File: config.mk
export PLATFORM = sky130hd
export DESIGN_NAME = nram_bank_ctrl
export DESIGN_NICKNAME = d
export VERILOG_FILES = /design/src/rtl/nram_pkg.sv /design/src/rtl/nram_decode.sv /design/src/rtl/nram_ctl_regs.sv /design/src/rtl/nram_rom_map.sv /design/src/rtl/nram_store.sv /design/src/rtl/nram_bank_ctrl.sv
export SDC_FILE = /design/constraint.sdc
export NUM_CORES = 2
export LEC_CHECK = 0
export BUFFER_PORTS_ARGS = -buffer_cell sky130_fd_sc_hd__clkbuf_2
export CAP_MARGIN = 20
export CORE_ASPECT_RATIO = 1.2
export CORE_MARGIN = 2
export CORE_UTILIZATION = 48
export DETAILED_ROUTE_END_ITERATION = 6
export PLACE_DENSITY_LB_ADDON = 0.08
export RECOVER_POWER = 25
export REMOVE_ABC_BUFFERS = 1
export SYNTH_ARGS = -nofsm -noshare
export SYNTH_HDL_FRONTEND = slang
export SYNTH_SLANG_ARGS = --single-unit
File: constraint.sdc
create_clock -name clk -period 3.5 [get_ports clk]
set_clock_uncertainty 0.2 [all_clocks]
set_input_delay 0.175 -clock clk [delete_from_list [all_inputs] [get_ports clk]]
set_output_delay 0.175 -clock clk [all_outputs]
set_load 0.02 [all_outputs]
File: src/rtl/nram_pkg.sv
package nram_pkg;
  // CPU map regions seen by this mapper
  typedef enum logic [1:0] {
    RGN_FIXED  = 2'd0,
    RGN_BANKED = 2'd1,
    RGN_XRAM   = 2'd2,
    RGN_OPEN   = 2'd3
  } rgn_e;

  // Nibble value that unlocks the scratch memory
  localparam logic [3:0] UNLOCK_NIB = 4'hA;
endpackage

File: src/rtl/nram_decode.sv
module nram_decode
  import nram_pkg::*;
(
  input  logic [2:0] addr_top,
  output rgn_e       rgn
);
  always_comb begin
    unique case (addr_top)
      3'b000, 3'b001: rgn = RGN_FIXED;
      3'b010, 3'b011: rgn = RGN_BANKED;
      3'b101:         rgn = RGN_XRAM;
      default:        rgn = RGN_OPEN;
    endcase
  end
endmodule

File: src/rtl/nram_ctl_regs.sv
module nram_ctl_regs
  import nram_pkg::*;
#(
  parameter int BANK_W = 4,
  parameter int NIB_W  = 4
) (
  input  logic              clk,
  input  logic              rst,
  input  logic              ctl_wr,
  input  logic              sel_bank,
  input  logic [NIB_W-1:0]  wnib,
  output logic              ram_en,
  output logic [BANK_W-1:0] bank_eff
);
  localparam logic [BANK_W-1:0] BANK_ONE = BANK_W'(1);

  logic [BANK_W-1:0] bank_q;
  logic              en_q;

  always_ff @(posedge clk) begin
    if (rst) begin
      bank_q <= BANK_ONE;
      en_q   <= 1'b0;
    end else if (ctl_wr) begin
      if (sel_bank) bank_q <= wnib[BANK_W-1:0];
      else          en_q   <= (wnib[3:0] == UNLOCK_NIB);
    end
  end

  assign ram_en   = en_q;
  assign bank_eff = (bank_q == '0) ? BANK_ONE : bank_q;
endmodule

File: src/rtl/nram_rom_map.sv
module nram_rom_map
  import nram_pkg::*;
#(
  parameter int BANK_W = 4,
  parameter int OFS_W  = 14,
  localparam int PHYS_W = BANK_W + OFS_W
) (
  input  rgn_e              rgn,
  input  logic [OFS_W-1:0]  ofs,
  input  logic [BANK_W-1:0] bank,
  output logic [PHYS_W-1:0] phys
);
  always_comb begin
    if (rgn == RGN_BANKED) phys = {bank, ofs};
    else                   phys = {{BANK_W{1'b0}}, ofs};
  end
endmodule

File: src/rtl/nram_store.sv
module nram_store #(
  parameter int DEPTH = 512,
  parameter int NIB_W = 4,
  localparam int AW   = $clog2(DEPTH)
) (
  input  logic             clk,
  input  logic             we,
  input  logic [AW-1:0]    waddr,
  input  logic [NIB_W-1:0] wnib,
  input  logic             re,
  input  logic [AW-1:0]    raddr,
  output logic [NIB_W-1:0] q
);
  logic [NIB_W-1:0] mem [DEPTH];

  // Single clock, synchronous read: maps to a block RAM
  always_ff @(posedge clk) begin
    if (we) mem[waddr] <= wnib;
    if (re) q <= mem[raddr];
  end
endmodule

File: src/rtl/nram_bank_ctrl.sv
module nram_bank_ctrl
  import nram_pkg::*;
#(
  parameter int ADDR_W    = 16,
  parameter int DATA_W    = 8,
  parameter int BANK_W    = 4,
  parameter int OFS_W     = 14,
  parameter int NIB_W     = 4,
  parameter int RAM_DEPTH = 512,
  parameter int SEL_BIT   = 8,
  localparam int RAM_AW   = $clog2(RAM_DEPTH),
  localparam int PHYS_W   = BANK_W + OFS_W
) (
  input  logic              clk,
  input  logic              rst,
  input  logic [ADDR_W-1:0] cpu_addr,
  input  logic [DATA_W-1:0] cpu_wdata,
  input  logic              cpu_wr,
  input  logic              cpu_rd,
  output logic              rd_valid,
  output logic              rd_is_rom,
  output logic [DATA_W-1:0] rd_data,
  output logic [PHYS_W-1:0] rom_addr
);
  rgn_e              rgn;
  logic              ram_en;
  logic [BANK_W-1:0] bank_eff;
  logic [PHYS_W-1:0] phys_d;
  logic [NIB_W-1:0]  ram_q;
  logic              is_rom_rgn;
  logic              unused_hi;

  assign unused_hi = ^cpu_wdata[DATA_W-1:NIB_W];

  nram_decode u_dec (
    .addr_top (cpu_addr[ADDR_W-1 -: 3]),
    .rgn      (rgn)
  );

  nram_ctl_regs #(.BANK_W(BANK_W), .NIB_W(NIB_W)) u_regs (
    .clk      (clk),
    .rst      (rst),
    .ctl_wr   (cpu_wr && (rgn == RGN_FIXED)),
    .sel_bank (cpu_addr[SEL_BIT]),
    .wnib     (cpu_wdata[NIB_W-1:0]),
    .ram_en   (ram_en),
    .bank_eff (bank_eff)
  );

  nram_rom_map #(.BANK_W(BANK_W), .OFS_W(OFS_W)) u_map (
    .rgn  (rgn),
    .ofs  (cpu_addr[OFS_W-1:0]),
    .bank (bank_eff),
    .phys (phys_d)
  );

  nram_store #(.DEPTH(RAM_DEPTH), .NIB_W(NIB_W)) u_store (
    .clk   (clk),
    .we    (cpu_wr && (rgn == RGN_XRAM) && ram_en),
    .waddr (cpu_addr[RAM_AW-1:0]),
    .wnib  (cpu_wdata[NIB_W-1:0]),
    .re    (cpu_rd && (rgn == RGN_XRAM)),
    .raddr (cpu_addr[RAM_AW-1:0]),
    .q     (ram_q)
  );

  assign is_rom_rgn = (rgn == RGN_FIXED) || (rgn == RGN_BANKED);

  logic              vld_q;
  logic              rom_q;
  logic              ram_on_q;
  logic [PHYS_W-1:0] rom_addr_q;

  always_ff @(posedge clk) begin
    if (rst) begin
      vld_q      <= 1'b0;
      rom_q      <= 1'b0;
      ram_on_q   <= 1'b0;
      rom_addr_q <= '0;
    end else begin
      vld_q    <= cpu_rd;
      rom_q    <= cpu_rd && is_rom_rgn;
      ram_on_q <= cpu_rd && (rgn == RGN_XRAM) && ram_en;
      if (cpu_rd && is_rom_rgn) rom_addr_q <= phys_d;
    end
  end

  assign rd_valid  = vld_q;
  assign rd_is_rom = rom_q;
  assign rom_addr  = rom_addr_q;
  assign rd_data   = ram_on_q ? {{(DATA_W-NIB_W){1'b1}}, ram_q} : '1;
endmodule

# After elaboration in Yosys (flattened, before gate mapping)
# Memory sizes are Yosys's and may differ from the RTL's. A register that Yosys moved wholly into a read port is not among the register bits.
# Index checks and enable logic that the tools add are counted.
[op_classes] eq_ne=7 muxes=6 bitwise_logic=1 n_reduce_logical=14
[op_table] cell="18-bit 2-to-1 mux" count=1
[op_table] cell="4-bit 2-to-1 mux" count=2
[op_table] cell="3-bit by 2-bit == test with 1-bit output (second input constant)" count=2
[op_table] cell="1-bit logical AND" count=6
[op_table] cell="2-bit one-hot mux with 3 select lines" count=1
[op_table] cell="4-bit == test (second input constant)" count=1
[op_table] cell="4-bit logical NOT" count=1
[op_table] cell="2-bit AND reduction" count=2
[op_table] cell="2-bit OR reduction" count=2
[op_table] cell="3-bit by 1-bit == test with 1-bit output (second input constant)" count=1
[op_table] cell="3-bit == test (second input constant)" count=1
[op_table] cell="3-bit logical NOT" count=1
[op_table] cell="2-bit by 1-bit == test with 1-bit output (second input constant)" count=1
[op_table] cell="2-bit == test (second input constant)" count=1
[op_table] cell="2-bit logical NOT" count=1
[op_table] cell="1-bit 2-to-1 mux" count=2
[op_table] cell="1-bit logical OR" count=1
[op_table] cell="1-bit inverter" count=1
[totals] ff_bits=26 ramBits=2048 inputBits=28 output_inout_bits=28 n_memories=1
[mem_list] memory="u_store.mem" words=512 word_bits=4 read_ports=1 rd_clocked_by_memory_dff=1 wr=1 line_no="nram_store.sv:14" source="logic [NIB_W-1:0] mem [DEPTH];"

# Longest topological paths before layout
[depth] word_depth=8 depth_mapped=14 mapped_depth_nobuf=7

# Hierarchy
# Synthesis repeated with hierarchy kept, for this count alone.
[unflattened] cells_unflattened=4553 area_unflattened_um2=83132.2
[modules_own_cells] mod="nram_store" n_inst=1 cells_each=4403 area_each_um2=81644.6
[modules_own_cells] mod="nram_bank_ctrl" n_inst=1 cells_each=101 area_each_um2=1064.8
[modules_own_cells] mod="nram_ctl_regs" n_inst=1 cells_each=28 area_each_um2=267.8
[modules_own_cells] mod="nram_rom_map" n_inst=1 cells_each=18 area_each_um2=140.1
[modules_own_cells] mod="nram_decode" n_inst=1 cells_each=3 area_each_um2=15.0

# Worst setup path after synthesis
# No wires, ideal clock.
[synth_path] path_kind="input to register" from="input cpu_addr[3]" to="register u_store.q[1] (read register of u_store.mem) (data pin)" arrival_time_ns=2.558 path_slack_ns=0.469 path_stages=10 cell_sequence="buf_2 > clkbuf_1 > buf_2 > clkbuf_1 > mux4_2 > o2111ai_1 > nand2_1 > or4_1 > nor4_1 > o211ai_1"
[synth_lines] item="start: declaration" line_no="nram_bank_ctrl.sv:16" source="input logic [ADDR_W-1:0] cpu_addr,"
[synth_lines] item="end: declaration" line_no="nram_store.sv:12" source="output logic [NIB_W-1:0] q"

==> results by group <==
Synth
  – Top-count cell post-synth: edfxtp_1
  – Synth area leader: edfxtp_1
  – Area contributors post-synth: edfxtp_1 (75%), mux4_2 (10%), mux2i_1 (3.8%)
  – Number of enable flip-flop cells after synthesis: 2,052
  – Top cells by count, synth: edfxtp_1 (2,052), nor2_1 (557), mux4_2 (383)
  – Mapped Avg Cell Area: between 15 and 20 sq um
  – Cells after synthesis: 4,358
  – Yosys warning total: 0
  – Post-synth top flop: edfxtp_1
  – Yosys top cell area share: 0.749
  – Yosys reg bits: 2,078
  – Sequential element share of the synthesized area: 0.756
  – Synth unique cells: 70
  – Mapped Area: slightly above 80,000 sq um
  – Ys async rst share: 0

STA
  – RSZ-0062 raised after global routing: no
  – # setup viols final: 0
  – Fmax: 0.292 GHz
  – Fin crit period: 3430 ps
  – Slew Limit Fails: 578
  – Max transition margin: -0.854
  – Setup Total Neg Slack: 0 ps
  – Final hold violations: 0
  – Period utilization: 0.979
  – Slew @ Worst Pin: between 2000 and 3000 ps

Clocking
  – Skew-Pair Late Insertion Delay: 840 ps
  – Clk sink count: 2,078
  – Clock buffer depth: 3
  – CTS clk-pin slew, worst paths: 60 ps
  – CTS buffer count: 200
  – CTS tree: done
  – Root Driver: clkbuf_16
  – # Post-CTS Setup Buffers: 0
  – Htree depth: 4

Final layout
  – # fillers: 13.2k
  – Final core utilization: 0.562
  – Final non-filler cell area: 95,700 sq um
  – Multi-input logic area: ~19,000 sq um
  – Post-layout net count: between 4k and 5k
  – Layout cell share with drive strength beyond 1: 0.254
  – Syn-to-layout area delta: 16.3%
  – Register area: 62,100 sq um

Global route
  – Number of antenna violations at the first check in global routing: 7
  – GRT Overall Usage: 0.274
  – First-pass GRT wire length: 338 mm
  – Vias in the first global route: ~45k
  – Largest net degree at the start of global routing: about 130
  – Remaining global-route overflow: 0

Drt
  – DRC Markers: 0
  – Drt initial violations: 4,359
  – Post-DR wirelength/cell: 32.6 um
  – DRT Wirelength: 239 mm
  – Vias per inst: approximately 6
  – Drt first pass iters: 6
  – Antenna Nets Post-Route: 0
  – DR vias: approximately 44k

Floorplanning
  – Top Ports: 56
  – Die area: around 170,000 sq um
  – Rows: around 170
  – Die height: 457 um
  – Core ar.: ~170,000 sq um
  – Width of the die: roughly 380 um
  – Starting density of the core: 0.483

Setup path
  – Critical Path AT: ~3800 ps
  – Crit Path Max Fanout: 24
  – Critical Path RT: between 3000 and 4000 ps
  – Crit end category: flip-flop
  – CP Class: input pin to flip-flop
  – Type of origin of the critical path: input pin

Placement
  – Number of port buffers: 47
  – Final HPWL DP: 159 mm
  – Final GP Congestion: 0.927
  – Dpl cell area: 88,900 sq um

Status
  – Status: complete, but fails checks
  – Failing checks: capacitance limit, slew limit

Power
  – Leak: 30.9 nW
  – VDD IR max: 0.431 mV
  – Pwr per Cell Area: 541 nW/um^2
  – Power consumption: 0.0518 W

Run
  – Max-Cap Viols: 6

Hold path
  – Hold Path Class: input pin to flip-flop
-- worst max-delay path: stages --
cell           delay [ps]
buf_8                 260
dlygate4sd3_1         770
buf_12                190
buf_4                 170
mux4_2                300
nand2_1                90
a21oi_1                70
a311oi_1              350
buf_4                 200
o2111ai_1             100
or4b_1                580
or4_1                 480
-- sequential cells by signal (all words and copies together) (netlist names) --
register / flops
rd_valid: 1
rd_is_rom: 1
u_regs.bank_q: 4
ram_on_q: 1
u_regs.ram_en: 1
u_store.q: 4
u_store.mem: 2048
rom_addr: 18
-- power by group --
group          internal, W  switching, W  leakage, nW  total [W]
combinational      0.00107       0.00172         9.11    0.00279
sequential          0.0273    0.00000814         18.6     0.0274
clock               0.0124       0.00925         3.19     0.0216
-- metrics by stage --
| stage | hold slack, ps | cells | worst slack (ps) |
|---|---|---|---|
| 6_report | 134 | 7311 | 71.8 |
| 5_1_grt | 119 | 7311 | 3.93 |
| 4_1_cts | 36.8 | 7309 | 101 |
| 3_5_place_dp | 208 | 6901 | -605 |
| 3_3_place_gp | 199 | 6899 | -710 |
| 2_1_floorplan | 44.1 | 4058 | -460 |
-- area by class of cell --
class / instances / share of cell area
Antenna cell: 2 / 0.0000523
Clock buffer: 240 / 0.0554
Clock inverter: 122 / 0.0128
Inverter: 4 / 0.000183
Multi-Input combinational cell: 1976 / 0.195
Sequential cell: 2078 / 0.650
Tap cell: 2268 / 0.0297
Timing Repair Buffer: 621 / 0.0576
-- timing repair --
action / in CTS / in global routing
setup endpoints to repair: 0 / 1
gates resized for setup: 0 / 2
hold buffers: 46 / 0
endpoints found under the hold margin: 1473 / 0
-- final timing paths --
kind | slack (ps) | end | cells past startpoint | from
setup / recovery | 70 | u_store.q[2] | 12 | cpu_addr[3]
hold reg to reg | 260 | rom_addr[8] | 2 | rom_addr[8]
hold / removal | 130 | ram_on_q | 4 | cpu_addr[13]
setup reg to reg | 80 | u_store.q[2] | 9 | u_store.mem[486][2]
-- cell usage in the layout (no fill, tap or decap), drive strengths merged, types with 16 or more instances in the layout --
| cell type | n |
|---|---|
| nor4 | 24 |
| o22ai | 77 |
| a31oi | 18 |
| nand2 | 133 |
| dlygate4sd3 | 46 |
| dfxtp | 26 |
| nor2b | 26 |
| o211ai | 17 |
| a22oi | 65 |
| a221oi | 31 |
| nand4 | 16 |
| a21oi | 35 |
| bufinv | 22 |
| nand3 | 51 |
| mux2i | 310 |
| clkbuf | 299 |
| buf | 516 |
| nor2 | 557 |
| edfxtp | 2052 |
| o21ai | 39 |
| clkinv | 90 |
| mux4 | 387 |
-- layer usage --
layer	up-vias	wire length [um]	track usage
li1	18700	-	-
met1	23500	91100	0.348
met2	1739	122000	0.471
met3	437	14700	0.0430
met4	2	10800	0.114
met5	-	13	0
-- logic make-up after synthesis --
| family | after synthesis | synth area share |
|---|---|---|
| AO/OA/AOI/OAI | 369 | 0.0318 |
| other | 1 | 0.0000456 |
| multiplexers | 710 | 0.146 |
| buffers and inverters | 307 | 0.0195 |
| AND/OR/NAND/NOR | 893 | 0.0472 |
| flip-flops | 2078 | 0.756 |
Power figures use the tool's default switching activity.
